**config.mk**
```make
export PLATFORM = sky130hd
export DESIGN_NAME = adpcm_feed
export DESIGN_NICKNAME = d
export VERILOG_FILES = /design/src/rtl/adpcm_feed_pkg.sv /design/src/rtl/feed_offset_reg.sv /design/src/rtl/feed_nibble_seq.sv /design/src/rtl/feed_dec_ctrl.sv /design/src/rtl/adpcm_feed.sv
export SDC_FILE = /design/constraint.sdc
export NUM_CORES = 1
export LEC_CHECK = 0
export BUFFER_PORTS_ARGS = -buffer_cell sky130_fd_sc_hd__buf_2
export CORE_MARGIN = 3
export CORE_UTILIZATION = 55
export CTS_BUF_LIST = sky130_fd_sc_hd__clkbuf_8
export DETAILED_ROUTE_END_ITERATION = 6
export HOLD_SLACK_MARGIN = 0.05
export PLACE_DENSITY = 0.84
export SYNTH_ARGS = -nofsm -noshare
export SYNTH_HDL_FRONTEND = slang
export SYNTH_SLANG_ARGS = --single-unit
export TNS_END_PERCENT = 10
```
**constraint.sdc**
```tcl
create_clock -name clk_i -period 3.6 [get_ports clk_i]
set_input_delay 0.54 -clock clk_i [delete_from_list [all_inputs] [get_ports clk_i]]
set_output_delay 0.54 -clock clk_i [all_outputs]
set_load 0.02 [all_outputs]
```
**src/rtl/adpcm_feed_pkg.sv**
```systemverilog
package adpcm_feed_pkg;
  localparam int OFF_W  = 16;
  localparam int ADDR_W = 15;
  localparam int BYTE_W = 8;
  localparam int NIB_W  = 4;
  localparam int LANES  = OFF_W / BYTE_W;
  localparam int NIBS   = BYTE_W / NIB_W;
  localparam int SEL_W  = 2;

  typedef enum logic [SEL_W-1:0] {
    SEL_OFF_LO = 2'd0,
    SEL_OFF_HI = 2'd1,
    SEL_DEC    = 2'd2
  } reg_sel_e;
endpackage

```
**src/rtl/feed_offset_reg.sv**
```systemverilog
module feed_offset_reg #(
  parameter int OFF_W  = 16,
  parameter int BYTE_W = 8,
  parameter int LANES  = OFF_W / BYTE_W
) (
  input  logic              clk_i,
  input  logic              rst_ni,
  input  logic [LANES-1:0]  wr_i,
  input  logic [BYTE_W-1:0] wdata_i,
  input  logic              inc_i,
  output logic [OFF_W-1:0]  off_o
);
  logic [OFF_W-1:0] off_q, bumped, off_d;

  assign bumped = inc_i ? off_q + OFF_W'(1) : off_q;

  for (genvar g = 0; g < LANES; g++) begin : g_lane
    assign off_d[g*BYTE_W +: BYTE_W] = wr_i[g] ? wdata_i : bumped[g*BYTE_W +: BYTE_W];

    AST_LANE_OVERLAY: assert property (@(posedge clk_i) disable iff (!rst_ni)
      wr_i[g] |=> off_q[g*BYTE_W +: BYTE_W] == $past(wdata_i));
  end

  always_ff @(posedge clk_i or negedge rst_ni) begin
    if (!rst_ni) off_q <= '0;
    else         off_q <= off_d;
  end

  assign off_o = off_q;

  AST_INC_STEP: assert property (@(posedge clk_i) disable iff (!rst_ni)
    (inc_i && wr_i == '0) |=> off_q == $past(off_q) + OFF_W'(1));
  AST_IDLE_HOLD: assert property (@(posedge clk_i) disable iff (!rst_ni)
    (!inc_i && wr_i == '0) |=> $stable(off_q));
endmodule

```
**src/rtl/feed_nibble_seq.sv**
```systemverilog
module feed_nibble_seq #(
  parameter int BYTE_W = 8,
  parameter int NIB_W  = 4,
  parameter int NIBS   = BYTE_W / NIB_W,
  parameter int PH_W   = (NIBS > 1) ? $clog2(NIBS) : 1
) (
  input  logic              clk_i,
  input  logic              rst_ni,
  input  logic              tick_i,
  input  logic [BYTE_W-1:0] byte_i,
  output logic [NIB_W-1:0]  nibble_o,
  output logic              inc_o
);
  localparam logic [PH_W-1:0] LAST_PH = PH_W'(NIBS - 1);

  logic [PH_W-1:0]  phase_q;
  logic [NIB_W-1:0] nib_q;
  logic [NIB_W-1:0] nib_sel [NIBS];

  // phase 0 takes the most significant nibble
  for (genvar k = 0; k < NIBS; k++) begin : g_nib
    assign nib_sel[k] = byte_i[(NIBS-1-k)*NIB_W +: NIB_W];
  end

  assign inc_o = tick_i && (phase_q == LAST_PH);

  always_ff @(posedge clk_i or negedge rst_ni) begin
    if (!rst_ni) begin
      phase_q <= '0;
      nib_q   <= '0;
    end else if (tick_i) begin
      nib_q   <= nib_sel[phase_q];
      phase_q <= (phase_q == LAST_PH) ? '0 : phase_q + PH_W'(1);
    end
  end

  assign nibble_o = nib_q;

  AST_PHASE_FLIP: assert property (@(posedge clk_i) disable iff (!rst_ni)
    tick_i |=> phase_q != $past(phase_q));
  AST_NIB_HOLD: assert property (@(posedge clk_i) disable iff (!rst_ni)
    !tick_i |=> $stable(nib_q));
  AST_PHASE_IDLE: assert property (@(posedge clk_i) disable iff (!rst_ni)
    !tick_i |=> $stable(phase_q));
endmodule

```
**src/rtl/feed_dec_ctrl.sv**
```systemverilog
module feed_dec_ctrl #(
  parameter int BYTE_W = 8
) (
  input  logic              clk_i,
  input  logic              rst_ni,
  input  logic              we_i,
  input  logic [BYTE_W-1:0] wdata_i,
  output logic              dec_rst_o
);
  logic rst_q;

  always_ff @(posedge clk_i or negedge rst_ni) begin
    if (!rst_ni)   rst_q <= 1'b1;
    else if (we_i) rst_q <= (wdata_i == '0);
  end

  assign dec_rst_o = rst_q;

  AST_DEC_SENSE: assert property (@(posedge clk_i) disable iff (!rst_ni)
    we_i |=> dec_rst_o == ($past(wdata_i) == '0));
  AST_DEC_HOLD: assert property (@(posedge clk_i) disable iff (!rst_ni)
    !we_i |=> $stable(dec_rst_o));
endmodule

```
**src/rtl/adpcm_feed.sv**
```systemverilog
module adpcm_feed
  import adpcm_feed_pkg::*;
(
  input  logic              clk_i,
  input  logic              rst_ni,
  input  logic              cpu_we_i,
  input  logic [SEL_W-1:0]  cpu_addr_i,
  input  logic [BYTE_W-1:0] cpu_wdata_i,
  output logic [BYTE_W-1:0] cpu_rdata_o,
  output logic [ADDR_W-1:0] rom_addr_o,
  input  logic [BYTE_W-1:0] rom_data_i,
  input  logic              tick_i,
  output logic [NIB_W-1:0]  nibble_o,
  output logic              dec_rst_o
);
  logic [OFF_W-1:0] off;
  logic [LANES-1:0] lane_wr;
  logic             inc;
  logic             dec_we;

  for (genvar g = 0; g < LANES; g++) begin : g_wr
    assign lane_wr[g] = cpu_we_i && (cpu_addr_i == SEL_W'(g));
  end
  assign dec_we = cpu_we_i && (cpu_addr_i == SEL_DEC);

  always_comb begin
    cpu_rdata_o = '0;
    for (int g = 0; g < LANES; g++)
      if (cpu_addr_i == SEL_W'(g)) cpu_rdata_o = off[g*BYTE_W +: BYTE_W];
  end

  assign rom_addr_o = off[ADDR_W-1:0];

  feed_offset_reg #(.OFF_W(OFF_W), .BYTE_W(BYTE_W), .LANES(LANES)) u_off (
    .clk_i   (clk_i),
    .rst_ni  (rst_ni),
    .wr_i    (lane_wr),
    .wdata_i (cpu_wdata_i),
    .inc_i   (inc),
    .off_o   (off)
  );

  feed_nibble_seq #(.BYTE_W(BYTE_W), .NIB_W(NIB_W), .NIBS(NIBS)) u_seq (
    .clk_i    (clk_i),
    .rst_ni   (rst_ni),
    .tick_i   (tick_i),
    .byte_i   (rom_data_i),
    .nibble_o (nibble_o),
    .inc_o    (inc)
  );

  feed_dec_ctrl #(.BYTE_W(BYTE_W)) u_dec (
    .clk_i     (clk_i),
    .rst_ni    (rst_ni),
    .we_i      (dec_we),
    .wdata_i   (cpu_wdata_i),
    .dec_rst_o (dec_rst_o)
  );

  AST_ROM_FOLLOWS_WRITE: assert property (@(posedge clk_i) disable iff (!rst_ni)
    (lane_wr[0] && !inc) |=> rom_addr_o[BYTE_W-1:0] == $past(cpu_wdata_i));
endmodule

```
# --- Yosys cells after proc, flatten, opt, wreduce, memory -nomap -nowiden ---
# Index checks and enable logic that the tools add are counted.
word_totals:
  regBits: 22
  input_bits: 22
  out_inout_bits: 28
  word_cells: 28
classes:
  n_addsub: 2
  magnitude_cmp: 1
  n_eq_ne: 2
  mux: 9
  n_bitwise: 1
  reduce_logical: 8
op_table:
  columns: ["operator", "count"]
  rows:
  - ["$mux 8", 4]
  - ["$add 16x1->16 const B", 1]
  - ["$mux 16", 1]
  - ["$mux 4", 3]
  - ["$logic_not 8->1", 1]
  - ["$logic_and 1x1->1", 4]
  - ["$reduce_bool 2->1", 2]
  - ["$eq 2x1->1 const B", 1]
  - ["$eq 2x2->1 const B", 1]
  - ["$ge 2x2->1 const B", 1]
  - ["$logic_not 2->1", 1]
  - ["$not 1->2", 1]
  - ["$add 1x1->1 const B", 1]
  - ["$mux 1", 1]

# --- Logic depth before layout (Yosys ltp) ---
# Gate-level depths: netlist of the first run.
logic_depth:
  ltp_word: 4
  ltp_mapped: 5
  mapped_depth_nobuf: 5

# --- By module ---
# A second synthesis of the first run with hierarchy kept.
unflattened:
  hier_cells: 140
  hier_area_um2: 1362.6
modules_own_cells:
  columns: ["mod", "instances", "cells_each", "area_each_um2", "seq_area_each_um2"]
  rows:
  - ["feed_offset_reg", 1, 92, 912.1, 400.4]
  - ["feed_nibble_seq", 1, 21, 232.7, 125.1]
  - ["adpcm_feed", 1, 21, 153.9, 0.0]
  - ["feed_dec_ctrl", 1, 6, 63.8, 26.3]

# --- Least setup slack after synthesis of the first run ---
# OpenSTA, ideal clock, no wires.
synth_path:
  kind: "input -> output"
  startpoint: "input port cpu_addr_i[0]"
  endpoint: "output port cpu_rdata_o[0]"
  arrival_time_ps: 1363
  required_ps: 3060
  slack_ps: 1697
  cell_stages: 3
  n_path_buf: 1
  cell_sequence: "buf_1 > mux2i_1 > nor2_1"
synth_between:
  elab_chain_len: 3
  elab_cells_between_ends: 4
  cone_classes: "eq/ne: 1; mux: 2; reduce/logical: 1"
synth_rtl:
  columns: ["item", "line_no", "source"]
  rows:
  - ["start: declaration", "adpcm_feed.sv:7", "input logic [SEL_W-1:0] cpu_addr_i,"]
  - ["$logic_not 2->1", "adpcm_feed.sv:29", "if (cpu_addr_i == SEL_W'(g)) cpu_rdata_o = off[g*BYTE_W +: BYTE_W];"]
  - ["$mux 8", "adpcm_feed.sv:29", null]
  - ["$mux 8 (*)", "adpcm_feed.sv:29", null]
  - ["end: declaration", "adpcm_feed.sv:9", "output logic [BYTE_W-1:0] cpu_rdata_o,"]
# Every way passes the cells marked *; elsewhere a longest branch is shown, timed or not.

# --- Final worst setup path of the first run ---
layout_path:
  startpoint: "register u_seq.phase_q"
  endpoint: "register u_off.off_q[15], in the netlist u_off.off_o[15]"
layout_between:
  elab_chain_len: 2
layout_rtl:
  columns: ["item", "line_no", "source"]
  rows:
  - ["start: declaration", "feed_nibble_seq.sv:16", "logic [PH_W-1:0] phase_q;"]
  - ["start signal: assignment", "feed_nibble_seq.sv:33", "phase_q <= (phase_q == LAST_PH) ? '0 : phase_q + PH_W'(1);"]
  - ["$logic_and 1x1->1", "feed_nibble_seq.sv:25", "assign inc_o = tick_i && (phase_q == LAST_PH);"]
  - ["$reduce_bool 2->1 (no source line)", null, null]
  - ["end signal: assignment", "feed_offset_reg.sv:25", "if (!rst_ni) off_q <= '0;"]
  - ["end signal: assignment", "feed_offset_reg.sv:26", "else off_q <= off_d;"]
  - ["end: declaration", "feed_offset_reg.sv:13", "logic [OFF_W-1:0] off_q, bumped, off_d;"]
# Every way passes these cells.
# A chain may end at the register's enable or synchronous reset.

==> results.py, run 1 <==
metrics = {
    "run_status": {
        "status": "finished, final reports clean",
    },
    "detailed_routing": {
        "wl_per_cell_um": 15.3,
        "drtAntennaViolNets": 0,
        "drc": 0,
        "drt_iter0_drc": 53,
        "routed-via-count": 1270,
        "dr.pass1.iters": 4,
        "via_per_inst": 5.77,
        "routed_wl_um": 3370,
    },
    "timing": {
        "rsz0062_at_grt": "false",
        "finalCritPeriodShare_pct": 56.6,
        "holdWs_ns": 0.228,
        "setup_viol": 0,
        "layout_min_cycle_time_ns": 2.04,
        "tightestPinTransition_ns": 0.648,
        "relSlewSlack_pct": 56.7,
        "drv_slew": 0,
        "clock.fmax_mhz": 491,
        "clock-skew-final_ns": 0.00541,
        "tns_ns": 0,
        "hold_viol": 0,
    },
    "cts": {
        "hold_buffers": 0,
        "cts_tree": "yes",
        "cts.sinks": 22,
        "cts.clk_slew.worst_paths_ns": 0.08,
        "cts-root-buf": "clkbuf_8",
        "h-tree-depth": 1,
        "clk_path_buf_depth": 2,
        "post_cts_buffers": 0,
        "cts_buffers": 3,
        "clock_latency_ns": 0.26,
        "cts-resized-gates": 0,
    },
    "layout": {
        "n_fill_cell": 190,
        "drive_gt1_share_pct": 29.7,
        "final_common_cell": "buf_2",
        "layout.cells.non_filler": 220,
        "synthToLayoutAreaGrowth_pct": 15.8,
        "layout_common_cells": "buf_2, nor2_1, dfrtp_1, nand2_1",
        "num-nets-final": 216,
        "num_antenna_cells": 0,
    },
    "synth": {
        "ys_seq_elements": 22,
        "synth.avg_cell_area_um2": 8.77,
        "yosys_warnings": 0,
        "seq_area_frac_synth_pct": 39.6,
        "synth_nets": 182,
        "yosysUniqueCellTypes": 26,
        "syn_inst": 159,
        "synth_area_um2": 1400,
    },
    "pwr": {
        "clkPwrFrac_pct": 22.4,
        "p_sw_w": 0.000419,
        "total_leakage_power_nw": 0.742,
        "peakVddDrop_v": 0.000476,
        "comb_power_share_pct": 36.3,
        "power.density_nw_per_um2": 639,
        "sequentialPowerShare_pct": 41.4,
        "internal_power_w": 0.000613,
        "swShare_pct": 40.6,
    },
    "global_route": {
        "grt_util_all_layers_pct": 22.8,
        "grt_pass1_wl_um": 5720,
        "grt_max_degree": 23,
        "grt.overflow.total": 0,
        "grt_pass1_vias": 1217,
        "antenna_found_initial": 0,
    },
    "worst_setup_path": {
        "crit_chain": "nand4_2 > or4_1 > or3_1 > a31oi_1",
        "worstPathRequired_ns": 3.77,
        "worstSetupStartpoint": "u_seq.phase_q",
        "critPathMaxFanout": 8,
        "r2r_start": "u_seq.phase_q",
        "endpoint_kind": "flop",
        "cpPeakStageDelay_ns": 0.58,
        "crit_arrival_ns": 2.21,
        "worstSetupPathType": "flop to flop",
        "crit_slowest_cell": "dfrtp_1",
        "worstSetupStartpointType": "flop",
    },
    "floorplanning": {
        "die_y_um": 56.4,
        "ios": 50,
        "fp-row-count": 17,
        "die_area_um2": 3180,
        "start_util_pct": 60.2,
        "dieWidth_um": 56.4,
        "core_area_um2": 2320,
    },
    "placed_design": {
        "portBuffers": 49,
        "gp_congestion": 0.910,
        "hpwl_um": 2510,
        "placed_cells_incl_taps": 216,
    },
    "flow_run": {
        "max-cap-violations": 0,
    },
    "min_path": {
        "hold_class": "input port to async pin",
    },
}
-- final cells by class --
class / count / area (µm²) / area share [%]
flip-flops and latches: 22 / 552 / 34.2
repair buffers: 50 / 253 / 15.6
inverters: 4 / 15.0 / 0.930
clock buffers: 3 / 41.3 / 2.56
clock inverters: 1 / 30.0 / 1.86
multi-input cells: 112 / 689 / 42.7
well taps: 28 / 35.0 / 2.17
-- metal layers --
metal	wire length, µm	vias to the layer above	GRT usage, %
li1	-	595	-
met4	23	0	6.44
met3	308	4	2.76
met2	1690	71	39.7
met5	0	-	0
met1	1340	600	29.6
-- cell usage after synthesis --
| master | n | area (µm²) |
|---|---|---|
| nand3_1 | 4 | 20.0 |
| inv_1 | 4 | 15.0 |
| xnor2_1 | 13 | 114 |
| nand2_1 | 14 | 52.6 |
| nand4_2 | 1 | 12.5 |
| or3_1 | 1 | 6.26 |
| nand4_4 | 1 | 21.3 |
| nor3_1 | 3 | 15.0 |
| nand3b_1 | 1 | 7.51 |
| dfstp_2 | 1 | 26.3 |
| xor2_1 | 2 | 17.5 |
| buf_4 | 16 | 120 |
| nor2_1 | 24 | 90.1 |
| buf_1 | 2 | 7.51 |
| ha_1 | 1 | 12.5 |
| o31ai_1 | 1 | 7.51 |
| a31oi_1 | 1 | 6.26 |
| clkbuf_1 | 3 | 11.3 |
| nor3b_1 | 1 | 7.51 |
| or4_1 | 1 | 7.51 |
| mux2i_1 | 13 | 130 |
| dfrtp_1 | 21 | 526 |
| nand4_1 | 2 | 12.5 |
| a21oi_1 | 11 | 55.1 |
| nor4_1 | 7 | 43.8 |
| o21ai_0 | 10 | 50.1 |
-- kinds of logic after synthesis --
logic type,share of synthesized area [%]
xor gates and xnor gates,9.42
and+or+nand+nor,21.3
muxes,9.33
DFF,39.6
adders and majority gates,0.897
AOI/OAI and AO/OA,8.52
buffers and inverters,11.0
-- state kept, by name, indices dropped and copies added, names as in the netlist --
| signal | count |
|---|---|
| u_seq.nibble_o | 4 |
| u_off.off_o | 16 |
| u_dec.dec_rst_o | 1 |
| u_seq.phase_q | 1 |
-- power by group through the flow --
stage                     combinational [W]  clock, W  sequential [W]
after floorplan                    0.000329         0        0.000404
after global placement             0.000363         0        0.000423
after detailed placement           0.000375         0        0.000431
after CTS                          0.000378  0.000233        0.000426
after global routing               0.000408  0.000247        0.000440
final                              0.000374  0.000231        0.000427
-- critical path: cells and delay by family, from the launching register on --
kind            cells  cell delay [ns]
simple gates        3             1.16
compound gates      1             0.21
flops               1             0.58
-- per-stage QoR --
| stage | area (µm²) | setup slack [ns] | total power, W | utilization, % |
|---|---|---|---|---|
| floorplan | 1400 | 1.70 | 0.000733 | - |
| global placement | 1540 | 1.55 | 0.000787 | 66.6 |
| detailed placement | 1540 | 1.47 | 0.000806 | 66.6 |
| CTS | 1620 | 1.59 | 0.00104 | 69.7 |
| global route | 1620 | 1.50 | 0.00110 | 69.7 |
| finish | 1620 | 1.56 | 0.00103 | 69.7 |
-- final timing paths --
check | to | cells past startpoint | slack, ns
max in group asynchronous | u_dec.dec_rst_o | 1 | 3.02
setup / recovery | u_off.off_o[15] | 4 | 1.56
setup reg to reg | u_off.off_o[15] | 4 | 1.56
hold / removal | u_off.off_o[5] | 1 | 0.23
min in group clk_i | u_dec.dec_rst_o | 2 | 0.51
hold reg to reg | u_dec.dec_rst_o | 2 | 0.51
Power figures use the tool's default switching activity.
==> inputs of run 2 (changes only) <==
- CORE_UTILIZATION: 55 -> 46
- PLACE_DENSITY: 0.84 -> 0.75
- clock period: 3.6 -> 1.7 ns (I/O delays scaled with it)
==> run 2 against run 1 <==
Effect of this change: worst setup slack worse by 1.5 ns; sequential share of layout area decreased by 2.9 points; clock skew decreased by 0.0032 ns; global-route usage is 2.1 points lower; core utilization shrank 7.4 points; via count is 6.5% higher; fmax increased by 26%; cell count up 11%; largest cell class unchanged.
==> results.py, run 2 (same netlist as run 1, synthesis figures left out) <==
metrics = {
    "floorplanning": {
        "start_util_pct": 49.3,
        "fp-row-count": 19,
        "die_y_um": 61.1,
        "ios": 50,
        "dieWidth_um": 61.1,
        "core_area_um2": 2830,
        "die_area_um2": 3730,
    },
    "worst_setup_path": {
        "worstSetupPathType": "flop to flop",
        "crit_arrival_ns": 1.77,
        "endpoint_kind": "flop",
        "critPathMaxFanout": 6,
        "worstSetupStartpointType": "flop",
        "reg2regPathDepth": 5,
        "worstPathRequired_ns": 1.85,
    },
    "cts": {
        "cts.sinks": 22,
        "clock_latency_ns": 0.26,
        "clk_path_buf_depth": 2,
        "h-tree-depth": 1,
        "cts_tree": "yes",
        "post_cts_buffers": 0,
        "cts.clk_slew.worst_paths_ns": 0.08,
        "cts-root-buf": "clkbuf_8",
        "cts_buffers": 3,
    },
    "pwr": {
        "peakVddDrop_v": 0.000771,
        "clkPwrFrac_pct": 14.8,
        "swShare_pct": 41.5,
        "p_total_w": 0.00222,
        "power.density_nw_per_um2": 1260,
        "sequentialPowerShare_pct": 35.3,
        "total_leakage_power_nw": 0.833,
        "internal_power_w": 0.00130,
        "comb_power_share_pct": 49.9,
        "p_sw_w": 0.000919,
    },
    "timing": {
        "tightestPinTransition_ns": 0.509,
        "hold_viol": 0,
        "holdWs_ns": 0.238,
        "layout_min_cycle_time_ns": 1.62,
        "rsz0062_at_grt": "true",
        "clock.fmax_mhz": 617,
        "relSlewSlack_pct": 66.1,
        "drv_slew": 0,
        "setup_viol": 0,
        "clock-skew-final_ns": 0.00221,
        "finalCritPeriodShare_pct": 95.4,
    },
    "detailed_routing": {
        "routed_wl_um": 3690,
        "via_per_inst": 5.54,
        "wl_per_cell_um": 15.1,
        "drtAntennaViolNets": 0,
        "drt_iter0_drc": 35,
        "drc": 0,
        "routed-via-count": 1352,
        "dr.pass1.iters": 4,
    },
    "flow_run": {
        "max-cap-violations": 0,
    },
    "global_route": {
        "grt_max_degree": 23,
        "grt_pass1_wl_um": 5750,
        "grt.overflow.total": 0,
        "grt_pass1_vias": 1310,
        "grt_util_all_layers_pct": 20.7,
        "antenna_found_initial": 0,
    },
    "layout": {
        "final_common_cell": "buf_2",
        "num-nets-final": 237,
        "fin_util_pct": 62.3,
        "synthToLayoutAreaGrowth_pct": 26.4,
        "fin_area_um2": 1760,
        "num_antenna_cells": 0,
        "layout_common_cells": "buf_2, nor2_1, buf_4, dfrtp_1, nand2_1",
        "drive_gt1_share_pct": 36.6,
        "largest_reg_flops": 16,
    },
    "run_status": {
        "status": "finished, final reports clean",
    },
    "placed_design": {
        "portBuffers": 49,
        "place_area_um2": 1700,
        "hpwl_um": 2910,
        "gp_congestion": 0.877,
    },
    "min_path": {
        "hold_depth": 3,
        "hold_class": "input port to flop",
    },
}
run 2: path summary, 6_finish.rpt:
check	slack, ns	start	to
max in group asynchronous	0.85	rst_ni	u_dec.dec_rst_o
min in group asynchronous	0.50	rst_ni	u_off.off_o[4]
hold reg to reg	0.50	u_dec.dec_rst_o	u_dec.dec_rst_o
setup / recovery	0.08	u_off.off_o[1]	u_off.off_o[12]
hold / removal	0.24	cpu_wdata_i[0]	u_off.off_o[0]
setup reg to reg	0.08	u_off.off_o[1]	u_off.off_o[12]
run 2: power groups by stage:
stage / clock network [W] / registers [W] / logic [W]
final: 0.000327 / 0.000783 / 0.00111
after global placement: 0 / 0.000778 / 0.00108
after CTS: 0.000336 / 0.000783 / 0.00111
after detailed placement: 0 / 0.000794 / 0.00111
after global routing: 0.000356 / 0.000798 / 0.00121
after floorplan: 0 / 0.000856 / 0.000697
run 2: critical path, stage by stage, from the launching register on:
cell and delay [ns]:
dfrtp_1 0.43, ha_1 0.17, nand3_1 0.22, nor4_1 0.44
xnor2_1 0.17, a21oi_1 0.09
run 2: timing repair:
item,in CTS,in global routing
endpoints found under the hold margin,21,0
resized for setup,0,2
endpoints found under the setup margin,0,4
hold buffers,1,0
run 2: layout make-up:
cell class / count / area (µm²)
inverter: 4 / 15.0
clock inverter: 1 / 3.75
tap: 31 / 38.8
clock buffer: 3 / 41.3
sequential: 22 / 552
timing repair buffer: 71 / 413
multi-input combinational: 112 / 699
fill: 253 / 1070
run 2: per-stage QoR:
step                setup slack [ns]  setup TNS (ns)  instances
finish                        0.0784               0        244
global route                 -0.0740          -0.153        244
CTS                           0.0728               0        244
detailed placement            0.0718               0        239
global placement               0.102               0        239
floorplan                     0.0171               0        159
run 2: metal layers:
layer / part of all wire [%] / vias to the layer above / wire length, µm / track usage, %
li1: - / 636 / - / -
met1: 42 / 646 / 1560 / 27.2
met2: 49 / 64 / 1830 / 34.7
met3: 7.4 / 6 / 275 / 4.61
met4: 0.79 / 0 / 29 / 4.95
met5: 0 / - / 0 / 0
